[src/rtl/cra_pkg.sv]
package cra_pkg;
    typedef enum logic [1:0] {
        ST_IDLE   = 2'd0,
        ST_PROBE2 = 2'd1,
        ST_FILL   = 2'd2
    } st_e;

    typedef enum logic [1:0] {
        SRC_PRIMARY = 2'd0,
        SRC_PARTNER = 2'd1,
        SRC_FILL    = 2'd2
    } src_e;
endpackage

[src/rtl/cra_store.sv]
module cra_store #(
    parameter int IDX_W  = 4,
    parameter int TAG_W  = 7,
    parameter int DATA_W = 32,
    localparam int SETS  = 1 << IDX_W,
    localparam int ENT_W = 2 + TAG_W + DATA_W
) (
    input  logic              clk,
    input  logic              rst_n,
    input  logic [IDX_W-1:0]  rd_idx,
    output logic [ENT_W-1:0]  rd_ent,
    input  logic              wa_en,
    input  logic [IDX_W-1:0]  wa_idx,
    input  logic [ENT_W-1:0]  wa_ent,
    input  logic              wb_en,
    input  logic [IDX_W-1:0]  wb_idx,
    input  logic [ENT_W-1:0]  wb_ent
);
    localparam logic [IDX_W-1:0] MSB_MASK = IDX_W'(1) << (IDX_W - 1);

    logic [ENT_W-1:0] ent_q [SETS];
    logic [ENT_W-1:0] ent_d [SETS];

    always_comb begin
        ent_d = ent_q;
        if (wa_en) ent_d[wa_idx] = wa_ent;
        if (wb_en) ent_d[wb_idx] = wb_ent;
    end

    always_ff @(posedge clk) begin
        if (!rst_n) begin
            for (int i = 0; i < SETS; i++) ent_q[i] <= '0;
        end else begin
            ent_q <= ent_d;
        end
    end

    assign rd_ent = ent_q[rd_idx];

    // a dual write always touches the two slots of one pair
    assert_pair_write_R4: assert property (@(posedge clk) disable iff (!rst_n)
        (wa_en && wb_en) |-> ((wa_idx ^ wb_idx) == MSB_MASK));
endmodule

[src/rtl/cra_match.sv]
module cra_match #(
    parameter int TAG_W = 7
) (
    input  logic             ent_vld,
    input  logic [TAG_W-1:0] ent_tag,
    input  logic [TAG_W-1:0] want_tag,
    output logic             hit
);
    always_comb hit = ent_vld && (ent_tag == want_tag);
endmodule

[src/rtl/cra_ctrl.sv]
module cra_ctrl
    import cra_pkg::*;
#(
    parameter int ADDR_W = 10,
    parameter int IDX_W  = 4,
    parameter int DATA_W = 32,
    localparam int TAG_W = ADDR_W - IDX_W + 1,
    localparam int ENT_W = 2 + TAG_W + DATA_W
) (
    input  logic              clk,
    input  logic              rst_n,
    input  logic              req_valid,
    input  logic [ADDR_W-1:0] req_addr,
    output logic              req_ready,
    output logic              rsp_valid,
    output logic [DATA_W-1:0] rsp_data,
    output logic [1:0]        rsp_src,
    output logic              fill_req_valid,
    output logic [ADDR_W-1:0] fill_req_addr,
    input  logic              fill_valid,
    input  logic [DATA_W-1:0] fill_data,
    output logic [IDX_W-1:0]  rd_idx,
    input  logic [ENT_W-1:0]  rd_ent,
    output logic [TAG_W-1:0]  want_tag,
    input  logic              hit,
    output logic              wa_en,
    output logic [IDX_W-1:0]  wa_idx,
    output logic [ENT_W-1:0]  wa_ent,
    output logic              wb_en,
    output logic [IDX_W-1:0]  wb_idx,
    output logic [ENT_W-1:0]  wb_ent
);
    localparam logic [IDX_W-1:0] MSB_MASK = IDX_W'(1) << (IDX_W - 1);

    typedef struct packed {
        logic              vld;
        logic              rh;
        logic [TAG_W-1:0]  tag;
        logic [DATA_W-1:0] data;
    } ent_t;

    typedef struct packed {
        st_e               st;
        logic [ADDR_W-1:0] addr;
        ent_t              victim;
        logic              skip;
        logic              rsp_valid;
        logic [DATA_W-1:0] rsp_data;
        src_e              rsp_src;
        logic              fill_req;
    } ctl_t;

    ctl_t q, d;
    ent_t cur, wa_s, wb_s;
    logic [IDX_W-1:0] idx1, idx2;
    logic pinned;

    always_comb begin
        cur      = rd_ent;
        idx1     = q.addr[IDX_W-1:0];
        idx2     = idx1 ^ MSB_MASK;
        pinned   = cur.vld && cur.rh;
        rd_idx   = (q.st == ST_IDLE) ? req_addr[IDX_W-1:0] : idx2;
        want_tag = (q.st == ST_IDLE) ? req_addr[ADDR_W-1:IDX_W-1] : q.addr[ADDR_W-1:IDX_W-1];
        d           = q;
        d.rsp_valid = 1'b0;
        wa_en  = 1'b0;
        wa_idx = idx1;
        wa_s   = '0;
        wb_en  = 1'b0;
        wb_idx = idx2;
        wb_s   = q.victim;
        wb_s.rh = 1'b1;
        case (q.st)
            ST_IDLE: begin
                if (req_valid) begin
                    d.addr   = req_addr;
                    d.victim = cur;
                    if (hit) begin
                        d.rsp_valid = 1'b1;
                        d.rsp_data  = cur.data;
                        d.rsp_src   = SRC_PRIMARY;
                    end else if (pinned) begin
                        d.st       = ST_FILL;
                        d.skip     = 1'b1;
                        d.fill_req = 1'b1;
                    end else begin
                        d.st   = ST_PROBE2;
                        d.skip = 1'b0;
                    end
                end
            end
            ST_PROBE2: begin
                if (hit) begin
                    d.rsp_valid = 1'b1;
                    d.rsp_data  = cur.data;
                    d.rsp_src   = SRC_PARTNER;
                    wa_en = 1'b1;
                    wa_s  = '{vld: 1'b1, rh: 1'b0, tag: cur.tag, data: cur.data};
                    wb_en = 1'b1;
                    d.st  = ST_IDLE;
                end else begin
                    d.st       = ST_FILL;
                    d.fill_req = 1'b1;
                end
            end
            ST_FILL: begin
                if (fill_valid) begin
                    d.rsp_valid = 1'b1;
                    d.rsp_data  = fill_data;
                    d.rsp_src   = SRC_FILL;
                    wa_en = 1'b1;
                    wa_s  = '{vld: 1'b1, rh: 1'b0,
                              tag: q.addr[ADDR_W-1:IDX_W-1], data: fill_data};
                    wb_en = !q.skip && q.victim.vld;
                    d.fill_req = 1'b0;
                    d.st       = ST_IDLE;
                end
            end
            default: d.st = ST_IDLE;
        endcase
        wa_ent = wa_s;
        wb_ent = wb_s;
    end

    always_ff @(posedge clk) begin
        if (!rst_n) q <= '0;
        else        q <= d;
    end

    assign req_ready      = (q.st == ST_IDLE);
    assign rsp_valid      = q.rsp_valid;
    assign rsp_data       = q.rsp_data;
    assign rsp_src        = q.rsp_src;
    assign fill_req_valid = q.fill_req;
    assign fill_req_addr  = q.addr;

    assert_primary_hit_R2: assert property (@(posedge clk) disable iff (!rst_n)
        (req_ready && req_valid && hit) |=> (rsp_valid && rsp_src == SRC_PRIMARY));
    assert_partner_hit_R3: assert property (@(posedge clk) disable iff (!rst_n)
        (q.st == ST_PROBE2 && hit) |=> (rsp_valid && rsp_src == SRC_PARTNER && req_ready));
    assert_skip_fill_R6: assert property (@(posedge clk) disable iff (!rst_n)
        (req_ready && req_valid && !hit && pinned) |=> (fill_req_valid && !rsp_valid));
    assert_fill_hold_R7: assert property (@(posedge clk) disable iff (!rst_n)
        (fill_req_valid && !fill_valid) |=> (fill_req_valid && $stable(fill_req_addr)));
    assert_fill_rsp_R8: assert property (@(posedge clk) disable iff (!rst_n)
        (fill_req_valid && fill_valid) |=> (rsp_valid && rsp_src == SRC_FILL
                                            && rsp_data == $past(fill_data)));
    assert_busy_R9: assert property (@(posedge clk) disable iff (!rst_n)
        fill_req_valid |-> !req_ready);
    assert_idle_quiet_R10: assert property (@(posedge clk) disable iff (!rst_n)
        (req_ready && !req_valid) |=> !rsp_valid);
endmodule

[src/rtl/cra_cache.sv]
module cra_cache #(
    parameter int ADDR_W = 10,
    parameter int IDX_W  = 4,
    parameter int DATA_W = 32,
    localparam int TAG_W = ADDR_W - IDX_W + 1,
    localparam int ENT_W = 2 + TAG_W + DATA_W
) (
    input  logic              clk,
    input  logic              rst_n,
    input  logic              req_valid,
    input  logic [ADDR_W-1:0] req_addr,
    output logic              req_ready,
    output logic              rsp_valid,
    output logic [DATA_W-1:0] rsp_data,
    output logic [1:0]        rsp_src,
    output logic              fill_req_valid,
    output logic [ADDR_W-1:0] fill_req_addr,
    input  logic              fill_valid,
    input  logic [DATA_W-1:0] fill_data
);
    logic [IDX_W-1:0] rd_idx, wa_idx, wb_idx;
    logic [ENT_W-1:0] rd_ent, wa_ent, wb_ent;
    logic [TAG_W-1:0] want_tag;
    logic             wa_en, wb_en, hit;

    cra_store #(.IDX_W(IDX_W), .TAG_W(TAG_W), .DATA_W(DATA_W)) u_store (
        .clk(clk), .rst_n(rst_n),
        .rd_idx(rd_idx), .rd_ent(rd_ent),
        .wa_en(wa_en), .wa_idx(wa_idx), .wa_ent(wa_ent),
        .wb_en(wb_en), .wb_idx(wb_idx), .wb_ent(wb_ent)
    );

    cra_match #(.TAG_W(TAG_W)) u_match (
        .ent_vld (rd_ent[ENT_W-1]),
        .ent_tag (rd_ent[DATA_W +: TAG_W]),
        .want_tag(want_tag),
        .hit     (hit)
    );

    cra_ctrl #(.ADDR_W(ADDR_W), .IDX_W(IDX_W), .DATA_W(DATA_W)) u_ctrl (
        .clk(clk), .rst_n(rst_n),
        .req_valid(req_valid), .req_addr(req_addr), .req_ready(req_ready),
        .rsp_valid(rsp_valid), .rsp_data(rsp_data), .rsp_src(rsp_src),
        .fill_req_valid(fill_req_valid), .fill_req_addr(fill_req_addr),
        .fill_valid(fill_valid), .fill_data(fill_data),
        .rd_idx(rd_idx), .rd_ent(rd_ent), .want_tag(want_tag), .hit(hit),
        .wa_en(wa_en), .wa_idx(wa_idx), .wa_ent(wa_ent),
        .wb_en(wb_en), .wb_idx(wb_idx), .wb_ent(wb_ent)
    );
endmodule

[config.mk]
export PLATFORM = sky130hd
export DESIGN_NAME = cra_cache
export DESIGN_NICKNAME = d
export VERILOG_FILES = /design/src/rtl/cra_pkg.sv /design/src/rtl/cra_store.sv /design/src/rtl/cra_match.sv /design/src/rtl/cra_ctrl.sv /design/src/rtl/cra_cache.sv
export SDC_FILE = /design/constraint.sdc
export NUM_CORES = 2
export LEC_CHECK = 0
export BUFFER_PORTS_ARGS = -buffer_cell sky130_fd_sc_hd__clkbuf_2
export CORE_MARGIN = 2
export CORE_UTILIZATION = 31
export DETAILED_ROUTE_END_ITERATION = 10
export PLACE_DENSITY = 0.53
export SLEW_MARGIN = 10
export SYNTH_ARGS = -nofsm -noshare
export SYNTH_HDL_FRONTEND = slang
export SYNTH_SLANG_ARGS = --single-unit
[constraint.sdc]
create_clock -name clk -period 6.59 [get_ports clk]
set_input_delay 0.9885 -clock clk [delete_from_list [all_inputs] [get_ports clk]]
set_output_delay 0.9885 -clock clk [all_outputs]
set_load 0.05 [all_outputs]
# Word level (Yosys, flattened, before mapping)
# Index checks and enable logic that the tools add are counted.
# Widths: inputs -> output; s select.
word_totals:
  mem_bits_ro: 0
  n_memories: 0
  ramBits: 0
  wordCells: 96
  register_bits: 746
  latch_bits: 0
  inputBits: 46
  output_inout_bits: 47
op_classes:
  reduce_logical: 13
  n_div: 0
  shifts: 0
  n_bitwise: 5
  eq_ne: 10
  muxes: 36
  multipliers: 0
  order_cmp: 5
  addsub: 0
op_table:
  columns: ["operator", "n"]
  rows:
  - ["$bwmux 656", 2]
  - ["$mux 656", 2]
  - ["$demux 41 s4", 2]
  - ["$mux 41", 6]
  - ["$bmux 41 s4", 1]
  - ["$pmux 36 s3", 1]
  - ["$mux 90", 1]
  - ["$pmux 41 s2", 1]
  - ["$mux 35", 2]
  - ["$mux 36", 1]
  - ["$ge 5x5->1 const B", 3]
  - ["$not 4->5", 3]
  - ["$lt 5x1->1 const B", 2]
  - ["$ne 2x2->1 const B", 5]
  - ["$mux 1", 8]
  - ["$mux 2", 4]
  - ["$eq 7x7->1", 1]
  - ["$mux 7", 1]
  - ["$pmux 2 s3", 1]
  - ["$reduce_and 3->1", 2]
  - ["$reduce_and 6->1", 1]
  - ["$logic_and 1x1->1", 5]
  - ["$reduce_and 5->1", 1]
  - ["$mux 4", 1]
  - ["other kinds (9)", 12]

# Depth between registers and ports, before layout
depth:
  ltp_word: 14
  depth_mapped: 19
  ltp_nobuf: 12

# Cells and area by module
# Synthesis repeated with hierarchy kept, for this count alone.
unflattened:
  cells_unflattened: 5031
  hier_area_um2: 41886.4
by_module_without_submodules:
  columns: ["mod", "seq_area_each_um2", "cells_each", "n_inst", "area_per_inst_um2"]
  rows:
  - ["cra_store", 13132.6, 4425, 1, 36860.4]
  - ["cra_ctrl", 1781.7, 596, 1, 4948.5]
  - ["cra_match", 0.0, 10, 1, 77.6]

# Worst setup path before layout
# Ideal clock, no wire load.
synth_timing:
  path_kind: "reg-to-reg"
  from: "register u_ctrl.q[88] in the netlist's numbering"
  to: "register u_store.ent_q[201] in the netlist's numbering"
  synth_period_minus_slack_ps: 4219
  t_arrival_ps: 4087
  path_slack_ps: 2371
  t_required_ps: 6458
  stages_incl_launch_ff: 18
  path_cell_list: "dfxtp_1 > inv_1 > ha_1 > mux2_2 > buf_2 > buf_2 > buf_4 > mux4_2 > a22oi_2 > nand2_2 > xnor2_2 > and2_1 > a31oi_2 > buf_6 > a211o_2 > buf_4 > o221ai_1 > a21oi_1"
synth_between:
  elab_chain_len: 14
synth_rtl:
  columns: ["item", "line", "text"]
  rows:
  - ["start: declaration", "cra_ctrl.sv:53", "ctl_t q, d;"]
  - ["start signal: assignment", "cra_ctrl.sv:127", "if (!rst_n) q <= '0;"]
  - ["start signal: assignment", "cra_ctrl.sv:128", "else q <= d;"]
  - ["$logic_not 2->1 *", null, null]
  - ["named net req_ready", "cra_cache.sv:12", "output logic req_ready,"]
  - ["$mux 4", "cra_ctrl.sv:63", "rd_idx = (q.st == ST_IDLE) ? req_addr[IDX_W-1:0] : idx2;"]
  - ["$not 4->5 (not written as such)", "cra_store.sv:38", "assign rd_ent = ent_q[rd_idx];"]
  - ["$bmux 41 s4", "cra_store.sv:38", null]
  - ["$mux 41 (not written as such) (2 in series)", "cra_store.sv:38", null]
  - ["$eq 7x7->1", "cra_match.sv:9", "always_comb hit = ent_vld && (ent_tag == want_tag);"]
  - ["$logic_and 1x1->1", "cra_match.sv:9", null]
  - ["$mux 41", "cra_ctrl.sv:94", "if (hit) begin"]
  - ["$pmux 41 s2", "cra_ctrl.sv:74", "case (q.st)"]
  - ["$bwmux 656", "cra_store.sv:26", "if (wa_en) ent_d[wa_idx] = wa_ent;"]
  - ["$mux 656", "cra_store.sv:26", null]
  - ["$bwmux 656", "cra_store.sv:27", "if (wb_en) ent_d[wb_idx] = wb_ent;"]
  - ["$mux 656 *", "cra_store.sv:27", null]
  - ["end signal: assignment", "cra_store.sv:34", "ent_q <= ent_d;"]
  - ["end: declaration", "cra_store.sv:21", "logic [ENT_W-1:0] ent_q [SETS];"]
# The timed path passes the listed nets; every way through them passes the cells marked *. The select of a mux whose other input is x is not followed.
# A chain may end at the register's enable or synchronous reset.

# Final worst setup path
layout_timing:
  from: "register u_ctrl.q[88] in the netlist's numbering"
  to: "register u_store.ent_q[505] in the netlist's numbering"
layout_between:
  elab_chain_len: 14
layout_rtl:
  columns: ["item", "line"]
  rows:
  - ["$logic_not 2->1", "cra_ctrl.sv:63, cra_ctrl.sv:64"]
  - ["$mux 4", "cra_ctrl.sv:63"]
  - ["$not 4->5 (not written as such)", "cra_store.sv:38"]
  - ["$bmux 41 s4", "cra_store.sv:38"]
  - ["$mux 41 (not written as such) (2 in series)", "cra_store.sv:38"]
  - ["$eq 7x7->1", "cra_match.sv:9"]
  - ["$logic_and 1x1->1", "cra_match.sv:9"]
  - ["$mux 41", "cra_ctrl.sv:94"]
  - ["$pmux 41 s2", "cra_ctrl.sv:74"]
  - ["$bwmux 656", "cra_store.sv:26"]
  - ["$mux 656", "cra_store.sv:26"]
  - ["$bwmux 656", "cra_store.sv:27"]
  - ["$mux 656 *", "cra_store.sv:27"]
# Mark *: on every way between the ends. The rest lies on a longest branch, timed or not. The select of a mux whose other input is x is not followed.

==> impl_metrics.py <==
metrics = {
    "synth": {
        "syn_nets": 4366,
        "synth_enable_flop_cells": 0,
        "synth-warning-count": 0,
        "ys_types": 83,
        "syn_inst": 4314,
        "synth_sequential_area_ratio_pct": 39.8,
        "netlist_area_um2": 37500,
        "avgSynthCellArea_um2": 8.70,
        "synth-seq-cells": 745,
        "synthArstFlopShare_pct": 0,
        "synth_ff_type": "dfxtp_1",
    },
    "outcome": {
        "status": "finished clean",
    },
    "critical_path": {
        "worst-path-stages": 13,
        "r2r_cells": 13,
        "crit_start": "u_ctrl.q[88]",
        "critPathRequiredTime_ns": 7.07,
        "slowest_delay_ns": 0.82,
        "crit_type": "reg2reg",
        "r2r_setup_slack_ns": 0.80,
        "path_buf_inv": 3,
        "cp_top_family": "multiplexers",
        "crit_end": "u_store.ent_q[505]",
        "cp_cell_sequence": "inv_1 > ha_1 > mux2i_4 > mux2i_1 > mux4_2 > a222oi_1 > buf_4 > or4b_1 > nor3_4 > buf_12 > o21ai_4 > nand2_4 > o22ai_1",
        "arrival_ns": 6.27,
        "end_kind": "register",
        "reg2reg_to": "u_store.ent_q[505]",
        "cp_max_fo": 40,
        "critPathSlowestCell": "mux2i_4",
        "worstReg2RegStart": "u_ctrl.q[88]",
        "worstSetupStartpointType": "register",
    },
    "clock_tree": {
        "cts-resized-gates": 0,
        "clockBufferDepth": 3,
        "cts_hold_buf": 0,
        "worst_setup_hold_path_clk_slew_ns": 0.07,
        "root_buffer": "clkbuf_16",
        "htreeDepth": 3,
        "clk_latency_ns": 0.67,
        "numCtsBuffers": 83,
        "cts_sinks": 745,
        "tritoncts": "yes",
        "post-cts-setup-buffers": 0,
    },
    "route": {
        "remaining_drc_errors": 0,
        "first_pass_iters": 6,
        "ant_nets": 0,
        "drt_iter0_markers": 4223,
        "totalWireLength_um": 162000,
        "vias": 35100,
        "avgRoutedWirePerCell_um": 28.0,
        "via_per_inst": 6.05,
    },
    "min_path": {
        "hold_class": "reg2reg",
    },
    "floorplanning": {
        "start_util_pct": 31.3,
        "row_count": 127,
        "die_h_um": 352,
        "coreArea_um2": 120000,
        "io_pins": 93,
        "die_x_um": 352,
        "die_area_um2": 124000,
    },
    "timing": {
        "finalCritPeriodShare_pct": 87.9,
        "worstMarginPinSlew_ns": 1.19,
        "hold_violations": 0,
        "setup_viol": 0,
        "postLayoutSetupSlackWorst_ns": 0.800,
        "finalClockSkew_ns": 0.0341,
        "rsz0062_at_grt": "false",
        "finalCriticalPeriod_ns": 5.79,
        "holdWs_ns": 0.470,
        "fin_setup_tns_ns": 0,
        "report.final.slew_viol_count": 0,
        "relSlewSlack_pct": 20.2,
        "timing.fmax_mhz": 173,
    },
    "global_route": {
        "overflow": 0,
        "grt_pass1_vias": 32700,
        "grt_max_degree": 127,
        "grt_pass1_wl_um": 234000,
        "antenna_found_initial": 6,
        "grt_usage_pct": 25.4,
    },
    "pwr": {
        "leakage_nw": 12.6,
        "vdd_ir_drop_max_uv": 221,
        "power_mw": 12.1,
        "powerDensity_nw_per_um2": 289,
    },
    "placed_design": {
        "placed_area_um2": 39000,
        "dpl.hpwl_um": 90700,
        "placed_cells": 5647,
        "portBuffers": 92,
        "dp_slack_ns": 0.950,
        "place.gp.congestion": 0.916,
    },
    "run": {
        "max_cap_viol_count": 0,
    },
    "cells_and_area": {
        "fillers": 12300,
        "final_core_util_pct": 34.9,
        "design_area_um2": 41900,
        "num-nets-final": 4172,
        "area_delta_synth_final_pct": 11.7,
        "fin_cells": 5801,
        "drive_gt1_share_pct": 12.3,
        "antenna_cells": 0,
    },
}
==> cell families after synthesis <==
group / count (synthesis) / synth area share (%)
DFF: 745 / 39.8
and+or+nand+nor: 1362 / 15.4
AOI/OAI and AO/OA: 1118 / 21.3
xor gates and xnor gates: 6 / 0.160
adders and majority gates: 6 / 0.200
muxes: 569 / 16.2
buffers and inverters: 508 / 7.12
==> state kept, by name, indices dropped and copies added (netlist names) <==
name,cells
u_ctrl.q,3
u_store.ent_q,656
u_ctrl.rsp_src,2
u_ctrl.rsp_valid,1
u_ctrl.rsp_data,32
u_ctrl.wb_ent,40
u_ctrl.fill_req_addr,10
u_ctrl.fill_req_valid,1
==> cell usage after synthesis (7+ instances only) <==
library cell	count	area, um^2
nand4_1	8	50.1
o32ai_1	80	701
a21oi_1	154	771
o221ai_1	15	131
a31oi_1	39	244
and3_1	66	413
o21ai_0	55	275
mux2i_1	534	5350
nand3_1	147	736
a22oi_1	8	60.1
mux4_2	27	608
dfxtp_1	745	14900
buf_1	18	67.6
nand2b_1	10	62.6
o2bb2ai_1	35	307
buf_4	113	848
o211ai_1	44	330
a311oi_1	98	858
buf_6	28	315
clkbuf_1	260	976
buf_2	81	405
nor2_1	243	912
nand2_1	819	3070
nor3_1	13	65.1
nor2_2	7	43.8
a22o_4	36	631
nor3b_1	7	52.6
o22ai_1	491	3070
==> per-layer routing <==
metal / vias up / part of all wire [%] / GRT usage (%)
met5: - / 0.041 / 0
met4: 12 / 3.9 / 10.2
met3: 386 / 9.5 / 4.21
met2: 1959 / 44 / 39.8
met1: 17300 / 42 / 34.6
li1: 15400 / - / -
==> power breakdown <==
| part | total [mW] | internal (mW) | leakage, nW | switching (mW) |
|---|---|---|---|---|
| registers | 4.66 | 4.57 | 6.00 | 0.0855 |
| clock network | 5.04 | 2.96 | 1.44 | 2.07 |
| logic | 2.42 | 0.562 | 5.17 | 1.86 |
==> worst min path at each step <==
stage                       start                  to  cells past startpoint
3_5_place_dp   u_store.ent_q[408]  u_store.ent_q[408]                      2
3_3_place_gp   u_store.ent_q[408]  u_store.ent_q[408]                      2
5_1_grt         u_ctrl.wb_ent[14]  u_store.ent_q[342]                      1
2_1_floorplan  u_store.ent_q[408]  u_store.ent_q[408]                      2
6_report       u_store.ent_q[408]  u_store.ent_q[408]                      2
4_1_cts        u_store.ent_q[408]  u_store.ent_q[408]                      2
==> final cells by class <==
| type | instances | area, um^2 | share of cell area (%) |
|---|---|---|---|
| multi-input combinational | 3061 | 20300 | 48.5 |
| sequential | 745 | 14900 | 35.6 |
| clock buffer | 116 | 2380 | 5.68 |
| tap | 1612 | 2020 | 4.81 |
| timing repair buffer | 223 | 1720 | 4.11 |
| clock inverter | 38 | 505 | 1.21 |
| inverter | 6 | 25.0 | 0.0597 |
==> cell usage in the layout, fill, tap and decap left out, types with 35 or more instances in the layout <==
cell type  synthesis  layout
a22o_4            36      36
a21oi_1          154     154
and3_1            66      66
o2bb2ai_1         35      35
o211ai_1          44      44
clkbuf_2           0      91
buf_4            113     110
a311oi_1          98      98
o22ai_1          491     491
nor2_1           243     235
nand2_1          819     806
nand3_1          147     147
a31oi_1           39      36
o21ai_0           55      53
clkbuf_16          0      83
mux2i_1          534     533
o32ai_1           80      80
dfxtp_1          745     745
==> worst reg2reg max path: stages, from the launching register on <==
cell and delay, ns:
dfxtp_1 0.35, inv_1 0.16, ha_1 0.54, mux2i_4 0.82
mux2i_1 0.34, mux4_2 0.57, a222oi_1 0.27, buf_4 0.22
or4b_1 0.62, nor3_4 0.28, buf_12 0.40, o21ai_4 0.15
nand2_4 0.60, o22ai_1 0.27
No activity file was read; power rests on OpenSTA's default activity.
